[config.mk]
export PLATFORM = sky130hd
export DESIGN_NAME = thr_evt_counter
export DESIGN_NICKNAME = d
export VERILOG_FILES = /design/src/rtl/thrc_pkg.sv /design/src/rtl/thrc_cfg.sv /design/src/rtl/thrc_qual.sv /design/src/rtl/thrc_acc.sv /design/src/rtl/thr_evt_counter.sv
export SDC_FILE = /design/constraint.sdc
export NUM_CORES = 1
export LEC_CHECK = 0
export BUFFER_PORTS_ARGS = -buffer_cell sky130_fd_sc_hd__clkbuf_2
export CORE_MARGIN = 2
export CORE_UTILIZATION = 56
export DETAILED_ROUTE_END_ITERATION = 12
export PLACE_DENSITY = 0.83
export RECOVER_POWER = 25
export SLEW_MARGIN = 20
export SYNTH_ARGS = -nofsm -noshare
export SYNTH_HDL_FRONTEND = slang
export SYNTH_SLANG_ARGS = --single-unit
[constraint.sdc]
create_clock -name clk -period 8.3 [get_ports clk]
set_input_delay 0.415 -clock clk [delete_from_list [all_inputs] [get_ports clk]]
set_output_delay 0.415 -clock clk [all_outputs]
set_load 0.005 [all_outputs]
[src/rtl/thrc_pkg.sv]
package thrc_pkg;
   typedef enum logic [1:0] {
      REL_NE = 2'd0,
      REL_EQ = 2'd1,
      REL_GE = 2'd2,
      REL_LT = 2'd3
   } rel_e;

   localparam int unsigned THR_FIELD_W = 12;
endpackage

[src/rtl/thrc_cfg.sv]
module thrc_cfg #(
   parameter int unsigned THR_W   = 12,
   parameter int unsigned THR_MAX = 255
) (
   input  logic             clk,
   input  logic             rst_n,
   input  logic             we,
   input  logic [THR_W-1:0] thr_in,
   input  logic [1:0]       rel_in,
   input  logic             one_in,
   input  logic             err_clr,
   output logic [THR_W-1:0] thr_q,
   output logic [1:0]       rel_q,
   output logic             one_q,
   output logic             err_q
);
   localparam logic [THR_W-1:0] CAP = THR_W'(THR_MAX);

   logic refuse;
   logic accept;

   always_comb begin
      refuse = we && (thr_in > CAP);
      accept = we && !refuse;
   end

   always_ff @(posedge clk or negedge rst_n) begin
      if (!rst_n) begin
         thr_q <= '0;
         rel_q <= 2'd0;
         one_q <= 1'b0;
      end else if (accept) begin
         thr_q <= thr_in;
         rel_q <= rel_in;
         one_q <= one_in;
      end
   end

   always_ff @(posedge clk or negedge rst_n) begin
      if (!rst_n)
         err_q <= 1'b0;
      else if (refuse)
         err_q <= 1'b1;
      else if (err_clr)
         err_q <= 1'b0;
   end
endmodule

[src/rtl/thrc_qual.sv]
module thrc_qual
   import thrc_pkg::*;
#(
   parameter int unsigned CNT_W   = 4,
   parameter int unsigned THR_W   = 12,
   parameter int unsigned THR_MAX = 255
) (
   input  logic [CNT_W-1:0] evt,
   input  logic [THR_W-1:0] thr,
   input  logic [1:0]       rel,
   input  logic             one,
   output logic [CNT_W-1:0] inc
);
   generate
      if (THR_MAX == 0) begin : g_plain
         logic unused_cfg;
         assign unused_cfg = ^{thr, rel, one};
         assign inc = evt;
      end else begin : g_thresh
         logic [THR_W-1:0] evt_ext;
         logic             pass;

         always_comb begin
            evt_ext = THR_W'(evt);
            unique case (rel_e'(rel))
               REL_NE:  pass = (evt_ext != thr);
               REL_EQ:  pass = (evt_ext == thr);
               REL_GE:  pass = (evt_ext >= thr);
               default: pass = (evt_ext <  thr);
            endcase
            if (thr == '0)
               inc = evt;
            else if (!pass)
               inc = '0;
            else if (one)
               inc = CNT_W'(1);
            else
               inc = evt;
         end
      end
   endgenerate
endmodule

[src/rtl/thrc_acc.sv]
module thrc_acc #(
   parameter int unsigned CNT_W = 4,
   parameter int unsigned ACC_W = 48
) (
   input  logic             clk,
   input  logic             rst_n,
   input  logic             clr,
   input  logic [CNT_W-1:0] inc,
   output logic [ACC_W-1:0] acc
);
   always_ff @(posedge clk or negedge rst_n) begin
      if (!rst_n)
         acc <= '0;
      else if (clr)
         acc <= '0;
      else
         acc <= acc + ACC_W'(inc);
   end
endmodule

[src/rtl/thr_evt_counter.sv]
module thr_evt_counter #(
   parameter int unsigned CNT_W   = 4,
   parameter int unsigned THR_W   = thrc_pkg::THR_FIELD_W,
   parameter int unsigned ACC_W   = 48,
   parameter int unsigned THR_MAX = 255
) (
   input  logic             clk,
   input  logic             rst_n,
   input  logic [CNT_W-1:0] evt_cnt,
   input  logic             cfg_we,
   input  logic [THR_W-1:0] cfg_thr,
   input  logic [1:0]       cfg_rel,
   input  logic             cfg_one,
   input  logic             err_clr,
   input  logic             acc_clr,
   output logic [ACC_W-1:0] acc_val,
   output logic [THR_W-1:0] cur_thr,
   output logic [1:0]       cur_rel,
   output logic             cur_one,
   output logic             cfg_err,
   output logic [THR_W-1:0] thr_cap
);
   localparam int unsigned FIELD_LIMIT = (1 << THR_W) - 1;

   generate
      if (THR_MAX > FIELD_LIMIT) begin : g_bad_cap
         $error("THR_MAX does not fit the threshold field");
      end
      if (THR_W < CNT_W) begin : g_bad_width
         $error("threshold field narrower than event count");
      end
      if (ACC_W <= CNT_W) begin : g_bad_acc
         $error("accumulator must be wider than event count");
      end
   endgenerate

   logic [CNT_W-1:0] inc;

   assign thr_cap = THR_W'(THR_MAX);

   thrc_cfg #(.THR_W(THR_W), .THR_MAX(THR_MAX)) u_cfg (
      .clk     (clk),
      .rst_n   (rst_n),
      .we      (cfg_we),
      .thr_in  (cfg_thr),
      .rel_in  (cfg_rel),
      .one_in  (cfg_one),
      .err_clr (err_clr),
      .thr_q   (cur_thr),
      .rel_q   (cur_rel),
      .one_q   (cur_one),
      .err_q   (cfg_err)
   );

   thrc_qual #(.CNT_W(CNT_W), .THR_W(THR_W), .THR_MAX(THR_MAX)) u_qual (
      .evt (evt_cnt),
      .thr (cur_thr),
      .rel (cur_rel),
      .one (cur_one),
      .inc (inc)
   );

   thrc_acc #(.CNT_W(CNT_W), .ACC_W(ACC_W)) u_acc (
      .clk   (clk),
      .rst_n (rst_n),
      .clr   (acc_clr),
      .inc   (inc),
      .acc   (acc_val)
   );
endmodule

# After elaboration in Yosys (flattened, before gate mapping)
# Cells that the tools add are included.
# totals
wordCells,26
regBits,64
inputBits,24
# classes
reduce_logical,6
n_eq_ne,4
addsub,1
n_lt_le_gt_ge,3
muxes,7
# op_table
op,count
$add A48 B4 Y48,1
$mux W48,1
$eq A4 B12 Y1,1
$ge A4 B12 Y1,1
$gt A12 B8 Y1 const B,1
$logic_not A12 Y1,1
$lt A4 B12 Y1,1
$mux W4,3
$ne A4 B12 Y1,1
$pmux W1 S3,1
$eq A2 B1 Y1 const B,1
$eq A2 B2 Y1 const B,1
$logic_and A1 B1 Y1,2
$logic_not A2 Y1,1
$mux W1,2
$reduce_bool A2 Y1,1
$logic_not A1 Y1,1

# Depth between registers and ports, before layout
# Gate-level depths: netlist of run 1.
# logic_depth
ltp_word,6
depth_mapped,15
ltp_nobuf,14

# Cells and area by module
# A second synthesis of run 1 with hierarchy kept.
# unflattened
hier_cells,376
hier_area_um2,3711.1
# modules_own_cells
mod,area_each_um2,seq_area_each_um2,n_inst,cells_each
thrc_acc,2677.6,1201.2,1,282
thrc_cfg,624.3,400.4,1,37
thrc_qual,311.5,0.0,1,43
thr_evt_counter,97.6,0.0,1,14

# Worst setup path after synthesis of run 1
# Ideal clock, no wire load.
# synth_timing
path_type,register to register
from,reg u_cfg.thr_q[3]
to,reg u_acc.acc[47]
stages_incl_launch_ff,15
required_ns,8.222
slack_ns,5.083
synth_period_minus_slack_ns,3.217
arrival_ns,3.139
setup_ns,0.078
cell_sequence,dfrtp_1 > inv_1 > ha_1 > and4_1 > nand3_1 > or4_1 > and3_1 > a21boi_1 > ha_1 > a21oi_1 > o21ai_1 > buf_2 > nand3_1 > or3_1 > a21oi_1
# synth_via
elab_chain_len,6
word_cells_on_any_way,10
# synth_lines
item,line,source
"start, declared",thrc_cfg.sv:12,"output logic [THR_W-1:0] thr_q,"
"start signal, assigned",thrc_cfg.sv:33,thr_q <= thr_in;
$lt A4 B12 Y1 (tied with other cells),thrc_qual.sv:29,default: pass = (evt_ext < thr);
$pmux W1 S3,thrc_qual.sv:25,unique case (rel_e'(rel))
$mux W4,thrc_qual.sv:33,else if (!pass)
$mux W4 *,thrc_qual.sv:31,if (thr == '0)
$add A48 B4 Y48 *,thrc_acc.sv:17,acc <= acc + ACC_W'(inc);
$mux W48 *,thrc_acc.sv:14,else if (clr)
"end signal, assigned",thrc_acc.sv:17,
"end, declared",thrc_acc.sv:9,output logic [ACC_W-1:0] acc
# Mark *: on every way between the ends. The rest lies on a longest branch, timed or not.
# A chain may end at the register's enable or synchronous reset.

# Worst setup path after layout of run 1
# layout_timing
from,reg u_cfg.thr_q[6]
to,reg u_acc.acc[43]
# Same word-level chain as after synthesis.

==> results of run 1 <==
==> power by group through the flow <==
| stage | Sequential [W] | Clock, W | Combinational (W) |
|---|---|---|---|
| finish | 0.000359 | 0.000246 | 0.000152 |
| global route | 0.000362 | 0.000267 | 0.000171 |
| CTS | 0.000359 | 0.000253 | 0.000154 |
| detailed placement | 0.000365 | 0 | 0.000153 |
| global placement | 0.000364 | 0 | 0.000145 |
| floorplan | 0.000362 | 0 | 0.0000968 |
==> state kept, by name, summed over array words and instances (netlist names) <==
name and cells:
u_cfg.one_q 1, u_cfg.err_q 1, u_acc.acc 48, u_cfg.rel_q 2, u_cfg.thr_q 12
==> worst reg2reg max path: stages, from the launching register on <==
cell and delay [ns]:
sky130_fd_sc_hd__dfrtp_1 0.40, sky130_fd_sc_hd__nor4_1 0.53, sky130_fd_sc_hd__nand3_1 0.24, sky130_fd_sc_hd__or4_1 0.45, sky130_fd_sc_hd__and3_1 0.22, sky130_fd_sc_hd__a21boi_1 0.23, sky130_fd_sc_hd__ha_1 0.20, sky130_fd_sc_hd__a21oi_1 0.06
sky130_fd_sc_hd__o21ai_1 0.12, sky130_fd_sc_hd__buf_4 0.21, sky130_fd_sc_hd__nand4_1 0.39, sky130_fd_sc_hd__or4_1 0.61, sky130_fd_sc_hd__a21oi_1 0.15
==> logic make-up (layout without fill, tap and decap cells) <==
logic type | Yosys count | count (layout) | share of synthesized area
AOI/OAI and AO/OA | 51 | 51 | 0.0812
xor gates and xnor gates | 27 | 27 | 0.0673
adders and majority gates | 10 | 10 | 0.0378
buffers and inverters | 36 | 118 | 0.0538
DFF | 64 | 64 | 0.456
muxes | 14 | 14 | 0.0449
other | 2 | 12 | 0.00214
and+or+nand+nor | 157 | 157 | 0.257
==> routing by layer <==
metal,vias to the layer above,track usage,routed length [um]
met5,-,0,0
met4,0,0.0641,42
met3,4,0.0805,556
met2,88,0.373,3700
met1,1364,0.295,3310
li1,1436,-,-
==> worst max path at each step <==
stage / start / to
finish: u_cfg.thr_q[6]$_DFFE_PN0P_ / u_acc.acc[43]$_DFF_PN0_
detailed placement: evt_cnt[3] / u_acc.acc[43]$_DFF_PN0_
CTS: u_cfg.thr_q[11]$_DFFE_PN0P_ / u_acc.acc[43]$_DFF_PN0_
floorplan: u_cfg.thr_q[3]$_DFFE_PN0P_ / u_acc.acc[47]$_DFF_PN0_
global placement: evt_cnt[3] / u_acc.acc[43]$_DFF_PN0_
global route: u_cfg.thr_q[6]$_DFFE_PN0P_ / u_acc.acc[43]$_DFF_PN0_
==> per-stage QoR <==
stage	cell area, um^2	worst slack [ns]	instances	power [W]
floorplan	3550	5.08	371	0.000459
global placement	3950	4.55	512	0.000509
detailed placement	3950	4.42	512	0.000518
CTS	4140	4.40	528	0.000766
global route	4130	4.01	528	0.000800
finish	4130	4.40	528	0.000757
==> cell type report <==
| cell class | count | area (um^2) |
|---|---|---|
| Fill cell | 488 | 1860 |
| Multi-Input combinational cell | 271 | 1760 |
| Sequential cell | 64 | 1600 |
| Timing Repair Buffer | 89 | 447 |
| Clock buffer | 13 | 169 |
| Tap cell | 75 | 93.8 |
| Inverter | 13 | 48.8 |
| Clock inverter | 3 | 15.0 |
==> cell usage in the layout, fill, tap and decap left out, types with 13 or more instances in the layout <==
| master | count |
|---|---|
| sky130_fd_sc_hd__a21oi_1 | 24 |
| sky130_fd_sc_hd__clkbuf_2 | 87 |
| sky130_fd_sc_hd__dfrtp_1 | 64 |
| sky130_fd_sc_hd__inv_1 | 13 |
| sky130_fd_sc_hd__mux2_2 | 14 |
| sky130_fd_sc_hd__nand2_1 | 24 |
| sky130_fd_sc_hd__nand3_1 | 14 |
| sky130_fd_sc_hd__nand4_1 | 20 |
| sky130_fd_sc_hd__nor2_1 | 34 |
| sky130_fd_sc_hd__o21ai_0 | 14 |
| sky130_fd_sc_hd__or3_1 | 14 |
| sky130_fd_sc_hd__xor2_1 | 19 |
==> results.md, run 1 <==
- The destination of the worst hold path is u_cfg.err_q$_DFFE_PN0P_.
- The count of cells along the worst register-to-register path is 12.
- The kind of cell adding the most delay to the critical path is simple AND/OR/NAND/NOR gates.
- The total of hold buffers inserted after clock tree synthesis is 0.
- In this run the most critical hold path is launched from err_clr.
- The master of the slowest instance on the critical path is sky130_fd_sc_hd__or4_1.
- The worst hold margin is approximately 0.27 ns.
- The global-route wire length before repair is around 13,000 um.
- The die is 83.2 um wide.
- Using the TritonRoute via totals, the vias-per-cell ratio works out to 5.48.
- The largest total area in the synthesized netlist belongs to sky130_fd_sc_hd__dfrtp_1.
- The row count is 28.
- The startpoint of the worst-slack reg-to-reg timing path is u_cfg.thr_q[6]$_DFFE_PN0P_.
- By area the synthesized netlist is led by sky130_fd_sc_hd__dfrtp_1 (46%), sky130_fd_sc_hd__xor2_1 (4.7%), sky130_fd_sc_hd__mux2_2 (4.5%).
- Ranked by instance count, the synthesized netlist is headed by sky130_fd_sc_hd__dfrtp_1 (64), sky130_fd_sc_hd__nor2_1 (34), sky130_fd_sc_hd__a21oi_1 (24), sky130_fd_sc_hd__nand2_1 (24), sky130_fd_sc_hd__nand4_1 (20).
- After detailed routing, the average wire length per cell comes to roughly 14 um.
- The number of max-cap violations is 1.
- By instance count, the leading cell after synthesis is sky130_fd_sc_hd__dfrtp_1.
- The worst setup path is captured at a flip-flop.
- Across every metal layer, demand over resource in global routing totals 0.231.
- For this configuration, the core starts out at a cell density of 0.586.
- The clock share of power is 0.325.
- After the first detailed-routing iteration, the DRC count stood at approximately 200.
- The number of hold-slack violations in the final timing report is 0.
- Counting both buffers and inverters, the worst setup path holds a total of 1.
- The number of pins with negative max-slew slack in the final report was 65.
- For this run, design rule violations remaining after detail routing come to 0.
- The number of antenna repair diodes is 0.
- Dividing the final minimum period by the clock period gives 0.470.
- The total leakage power is 2.01 nW.
- The largest single stage delay on the critical path is 0.61 ns.
- The number of antenna violations at the first check in global routing is 0.
- Data on the critical path is required at its endpoint by 8.54 ns.
- The critical path runs through a total of 12 cells.
- The cell count of the worst hold path is 2.
- Counting the buffers created by CTS gives 9.
- Counting every sink on the clock net gives between 60 and 70.
- The internal power component is 0.000536 W.
- The H-tree was split into 3 levels.
- Of the total power, combinational logic draws 0.200.
- The overall die area is 6920 um^2.
- After synthesis, the share of flip-flops with an asynchronous set or reset is 1.00.
- Walking the worst path, the cells encountered are nor4_1, nand3_1, or4_1, and3_1, a21boi_1, ha_1, a21oi_1, o21ai_1, buf_4, nand4_1, or4_1, a21oi_1.
- The net switching share of the total power is 0.292.
- The detail route stage leaves a number of antenna-violating nets equal to 0.
- The mean instance size in the synthesized netlist is between 9 and 10 um^2.
- The count of flip-flops with a built-in enable after synthesis is 0.
- The worst register-to-register path ends at u_acc.acc[43]$_DFF_PN0_.
- The worst setup path is launched from a flip-flop.
- The flop and latch count out of synthesis is 64.
- The class of the tightest hold or removal check is in2reg.
- The clock slew seen by the registers of the worst setup and hold paths is ~0.070 ns.
- The register-to-register setup slack is 4.40 ns.
- The run finished, with violations left.
- The half-perimeter wire length of the detailed placement result is between 5000 and 6000 um.
- The cell sitting at the root of the clock tree is a sky130_fd_sc_hd__clkbuf_8.
- The total of endpoints with negative setup slack in the final report is 0.
- Pin placement for this block handled 100 I/O pins.
- The clock tree skew after final layout is 0.0107 ns.
- The via count of the first global-routing pass came to around 2,800.
- Global routing finished with a remaining overflow of 0.
- Clock latency on the worst-skew pair, taken at its later pin, is approximately 0.33 ns.
- Of the cells placed in the final design, the portion with a size suffix greater than 1 is 0.278.
- The floorplan step set the die height to slightly above 80 um.
- The congestion estimate from routability-driven global placement came to 0.813.
- At the end of the flow the core is filled with cells to 0.690.
- The wire length reported by the detailed router is 7610 um.
- The peak supply drop is 0.000175 V.
- The top achievable clock speed is 257 MHz.
- The analysis attributes to net switching a power of 0.000221 W.
- The number of cells produced by synthesis is 361.
- The share of synthesized area in the top cell type comes to 0.456.
- The Yosys step of the flow raised 0 warnings.
- Gates resized during post-CTS repair numbered 0.
- The sequential-to-total area share from yosys stat is 0.456.
- The arrival time of data at the critical path endpoint is 4.13 ns.
- The synthesis-to-finish area growth is 17.7%.
- The checks that failed: max-capacitance violations, max-slew violations.
- Of the total power, registers draw 0.474.
- The first detailed-routing pass ran for 4 iterations.
- The distinct cell type count after synthesis is 43.
- For this run, the leading register cell type out of synthesis is sky130_fd_sc_hd__dfrtp_1.
- The maximum root-to-sink buffer count is 2.
- Of all nets on the critical path, the largest fanout is 14.
- The standard cell core area is 5990 um^2.
- At the pin with the least slew margin, the transition time is roughly 3.4 ns.
- The area of the mapped netlist is 3510 um^2.
- Setup repair after global routing left no endpoint under its margin.
- For this run, the post-layout net count is between 400 and 500.
- The worst pin sits at a relative slew slack of -1.25.
- The routed design could run at a clock period as short as 3.90 ns.
- Entering global routing, the biggest net connects 65 pins.
- Power spread over the standard cell area amounts to 183 nW/um^2.
- The final sum of negative setup slack is 0 ns.
- Port buffering added 87 buffers.
- Across all layers, the routed design uses 2,892 vias.
- The CTS tree is yes.
- The post-CTS setup-driven buffer insertion count is 0.
- The worst setup path category is reg2reg.
Power figures use the tool's default switching activity.
==> run 2, diff against run 1 <==
--- a/config.mk
+++ b/config.mk
@@ -7,9 +7,9 @@
 export LEC_CHECK = 0
 export BUFFER_PORTS_ARGS = -buffer_cell sky130_fd_sc_hd__clkbuf_2
 export CORE_MARGIN = 2
-export CORE_UTILIZATION = 56
+export CORE_UTILIZATION = 52
 export DETAILED_ROUTE_END_ITERATION = 12
-export PLACE_DENSITY = 0.83
+export PLACE_DENSITY = 0.78
 export RECOVER_POWER = 25
 export SLEW_MARGIN = 20
 export SYNTH_ARGS = -nofsm -noshare
==> constraint.sdc (replaced) <==
create_clock -name clk -period 3.8 [get_ports clk]
set_input_delay 0.19 -clock clk [delete_from_list [all_inputs] [get_ports clk]]
set_output_delay 0.19 -clock clk [all_outputs]
set_load 0.005 [all_outputs]
==> run 2 against run 1 <==
Against the previous run:
- the flow still finishes with violations (max-capacitance violations, max-slew violations)
- critical path depth stayed put
- core utilization is 3.2 points lower
- fmax is 13% higher
- sequential share of layout area is 1.1 points lower
- first-iteration DRC count is 35% lower
- sequential cell count stayed put
- setup slack worse by 4.1 ns
- non-clock buffer count is 6 higher
- via count is 4.3% higher
- die area is 7.3% higher
- register-to-register slack worse by 4.1 ns
==> results.md, run 2 (synthesis results as in run 1) <==
- The total area inside the core boundary comes to 6460 um^2.
- The number of buffers created by CTS is 9.
- The slowest stage of the critical path is the sky130_fd_sc_hd__or4_1 cell.
- At the pin with the least slew margin, the transition time is ~2.2 ns.
- For this run, the detailed router's first-pass iteration total came to 4.
- The peak fanout along the critical path is 5.
- Of the available clock period, the critical path in the final layout requires 0.910.
- The worst setup path category is reg2reg.
- The global-route wire length before repair is 12,700 um.
- After clock tree synthesis, the clock-pin slew on the worst setup and hold paths is 0.07 ns.
- The analysis attributes to cell leakage a power of 2.06 nW.
- The number of antenna violations at the first check in global routing came to 0.
- The DRC violation total after the first TritonRoute iteration is between 100 and 150.
- The required time of the critical path is 4.03 ns.
- OpenSTA, run right after detailed placement, puts the worst setup slack at 0.233 ns.
- The buffer type at the clock tree root is sky130_fd_sc_hd__clkbuf_8.
- The clock arrives with 0.0114 ns of skew.
- The flip-flop count of the largest register after layout is 48.
- The number of hold buffers added after CTS was 0.
- The kind of end point of the critical path is a flip-flop.
- The vertical die dimension is 86.2 um.
- No sink is reached through more buffers than the 2 on the longest clock path.
- Hold is met by about 0.046 ns.
- Compared with the post-synthesis result, the final layout area differs by 21.1%.
- The final reports fail on max-capacitance violations, max-slew violations.
- The via count of the first global-routing pass is between 2,000 and 3,000.
- The worst setup margin is 0.342 ns.
- The largest single stage delay on the critical path is a little over 0.4 ns.
- The kind of cell adding the most delay to the critical path is simple AND/OR/NAND/NOR gates.
- The total area of sequential cells is around 1600 um^2.
- The detailed-route vias per instance is ~5.6.
- The count of input and output buffers is 87.
- The post-detailed-route wirelength per cell is between 10 and 15 um.
- The number of nets in the layout is slightly below 500.
- The number of remaining DRC errors is 0.
- The critical path launch point type is a flip-flop.
- Counting every sink on the clock net gives 64.
- The half-perimeter wire length of the detailed placement result is 5410 um.
- The flow ran to the end, but the final reports show violations.
- In the layout the commonest cells are sky130_fd_sc_hd__clkbuf_2 (86), sky130_fd_sc_hd__dfrtp_1 (64), sky130_fd_sc_hd__nor2_1 (34).
- The number of pins with negative max-slew slack in the final report came to 44.
- For the worst-skew pair, the clock arrives at the later sink with an insertion delay of 0.34 ns.
- Setup violations remaining at the end of the flow were counted as 0.
- The number of levels in the clock H-tree is 3.
- VDD sags by at most between 0.0003 and 0.0004 V.
- In this run the core area contains 29 standard-cell rows.
- The number of antenna repair diodes is 0.
- The count of buffering cells on the critical path with inverters included is 1.
- Routability-driven placement finished with a final weighted congestion of 0.835.
- The floorplan step defined a die boundary enclosing 7430 um^2.
- The remaining max-slew budget at the tightest pin is -0.489.
- The number of hold-slack violations in the final timing report is 0.
- The most common cell after layout, fill and taps aside is sky130_fd_sc_hd__clkbuf_2.
- Traced cell by cell, the critical path runs through inv_1, ha_1, and4_1, nand3_1, or4_1, and3_1, a21boi_1, fa_1, nand3_1, and2_1, nor4_1, mux2_2.
- The number of max-cap violations is 1.
- For this run, the total global-route usage over all layers was measured as 0.213.
- Setup repair after global routing left no endpoint under its margin.
- The class of the tightest hold or removal check is in2reg.
- The most common cell type on the critical path is sky130_fd_sc_hd__nand3_1.
- The total via count in the routed design is ~3,000.
- The number of top-level pins is 100.
- The arrival time of data at the critical path endpoint is approximately 3.7 ns.
- The initial core utilization is 0.544.
- The top achievable clock speed is 289 MHz.
- The horizontal die dimension is ~86 um.
- The CTS tree is yes.
- The final sum of negative setup slack is 0 ns.
- The combined area of the multi-input logic cells is between 1500 and 2000 um^2.
- The total of fill cells in the finished design is between 500 and 600.
- Counting flops per register, the top entry is u_acc.acc.
- The cell area power density is ~430 nW/um^2.
- Global routing finished with a remaining overflow of 0.
- The pin count of the biggest net entering global routing is 52.
- The largest registers in the layout are u_acc.acc x48, u_cfg.thr_q x12, u_cfg.rel_q x2.
- Once detail routing completed, the nets flagged for antenna violations numbered 0.
- The fraction of final layout cells sized beyond drive strength 1 is 0.290.
- The final layout contains routed wiring with a total length of 7570 um.
- The clock period minus worst slack is 3.46 ns.
## run 2: timing repair
action | in CTS | in global routing
resized for setup | 0 | 1
endpoints found under the setup margin | 0 | 8
buffers inserted | 0 | 3
## run 2: area by class of cell
cell class	instances	share of cell area
Sequential cell	64	0.377
Clock buffer	10	0.0324
Tap cell	77	0.0227
Clock inverter	6	0.0271
Multi-Input combinational cell	271	0.414
Inverter	13	0.0115
Timing Repair Buffer	95	0.115
## run 2: per-layer routing
layer	wire length, um	vias up	GRT usage
li1	-	1440	-
met1	3410	1463	0.292
met2	3560	99	0.334
met3	400	14	0.0495
met4	191	0	0.0810
met5	0	-	0
## run 2: path summary, 6_finish.rpt
path,from,end,slack (ns),cells after the start
max in group asynchronous,rst_n,u_acc.acc[11]$_DFF_PN0_,1.37,2
worst max-delay path,u_cfg.thr_q[3]$_DFFE_PN0P_,u_acc.acc[42]$_DFF_PN0_,0.34,12
min in group asynchronous,rst_n,u_acc.acc[34]$_DFF_PN0_,0.50,1
worst max register to register,u_cfg.thr_q[3]$_DFFE_PN0P_,u_acc.acc[42]$_DFF_PN0_,0.34,12
worst min register to register,u_cfg.thr_q[9]$_DFFE_PN0P_,u_cfg.thr_q[9]$_DFFE_PN0P_,0.52,1
worst min-delay path,err_clr,u_cfg.err_q$_DFFE_PN0P_,0.05,2
## run 2: worst reg2reg max path, cell delays in order (launching register included)
cell	delay [ns]
sky130_fd_sc_hd__dfrtp_1	0.40
sky130_fd_sc_hd__inv_1	0.06
sky130_fd_sc_hd__ha_1	0.30
sky130_fd_sc_hd__and4_1	0.21
sky130_fd_sc_hd__nand3_1	0.15
sky130_fd_sc_hd__or4_1	0.41
sky130_fd_sc_hd__and3_1	0.21
sky130_fd_sc_hd__a21boi_1	0.24
sky130_fd_sc_hd__fa_1	0.27
sky130_fd_sc_hd__nand3_1	0.13
sky130_fd_sc_hd__and2_1	0.23
sky130_fd_sc_hd__nor4_1	0.37
sky130_fd_sc_hd__mux2_2	0.37
## run 2: per-stage QoR
stage                     power (W)  cells   util  instance area [um^2]
after floorplan             0.00100    371      -                  3550
after global placement      0.00112    517  0.616                  3980
after detailed placement    0.00113    517  0.616                  3980
after CTS                   0.00187    533  0.655                  4230
after global routing        0.00195    536  0.658                  4250
final                       0.00185    536  0.658                  4250
## run 2: power breakdown
part | total [W] | switching, W | internal, W | leakage, nW
clock | 0.000731 | 0.000274 | 0.000457 | 0.123
combinational | 0.000329 | 0.000175 | 0.000154 | 1.06
sequential | 0.000785 | 0.0000540 | 0.000731 | 0.869
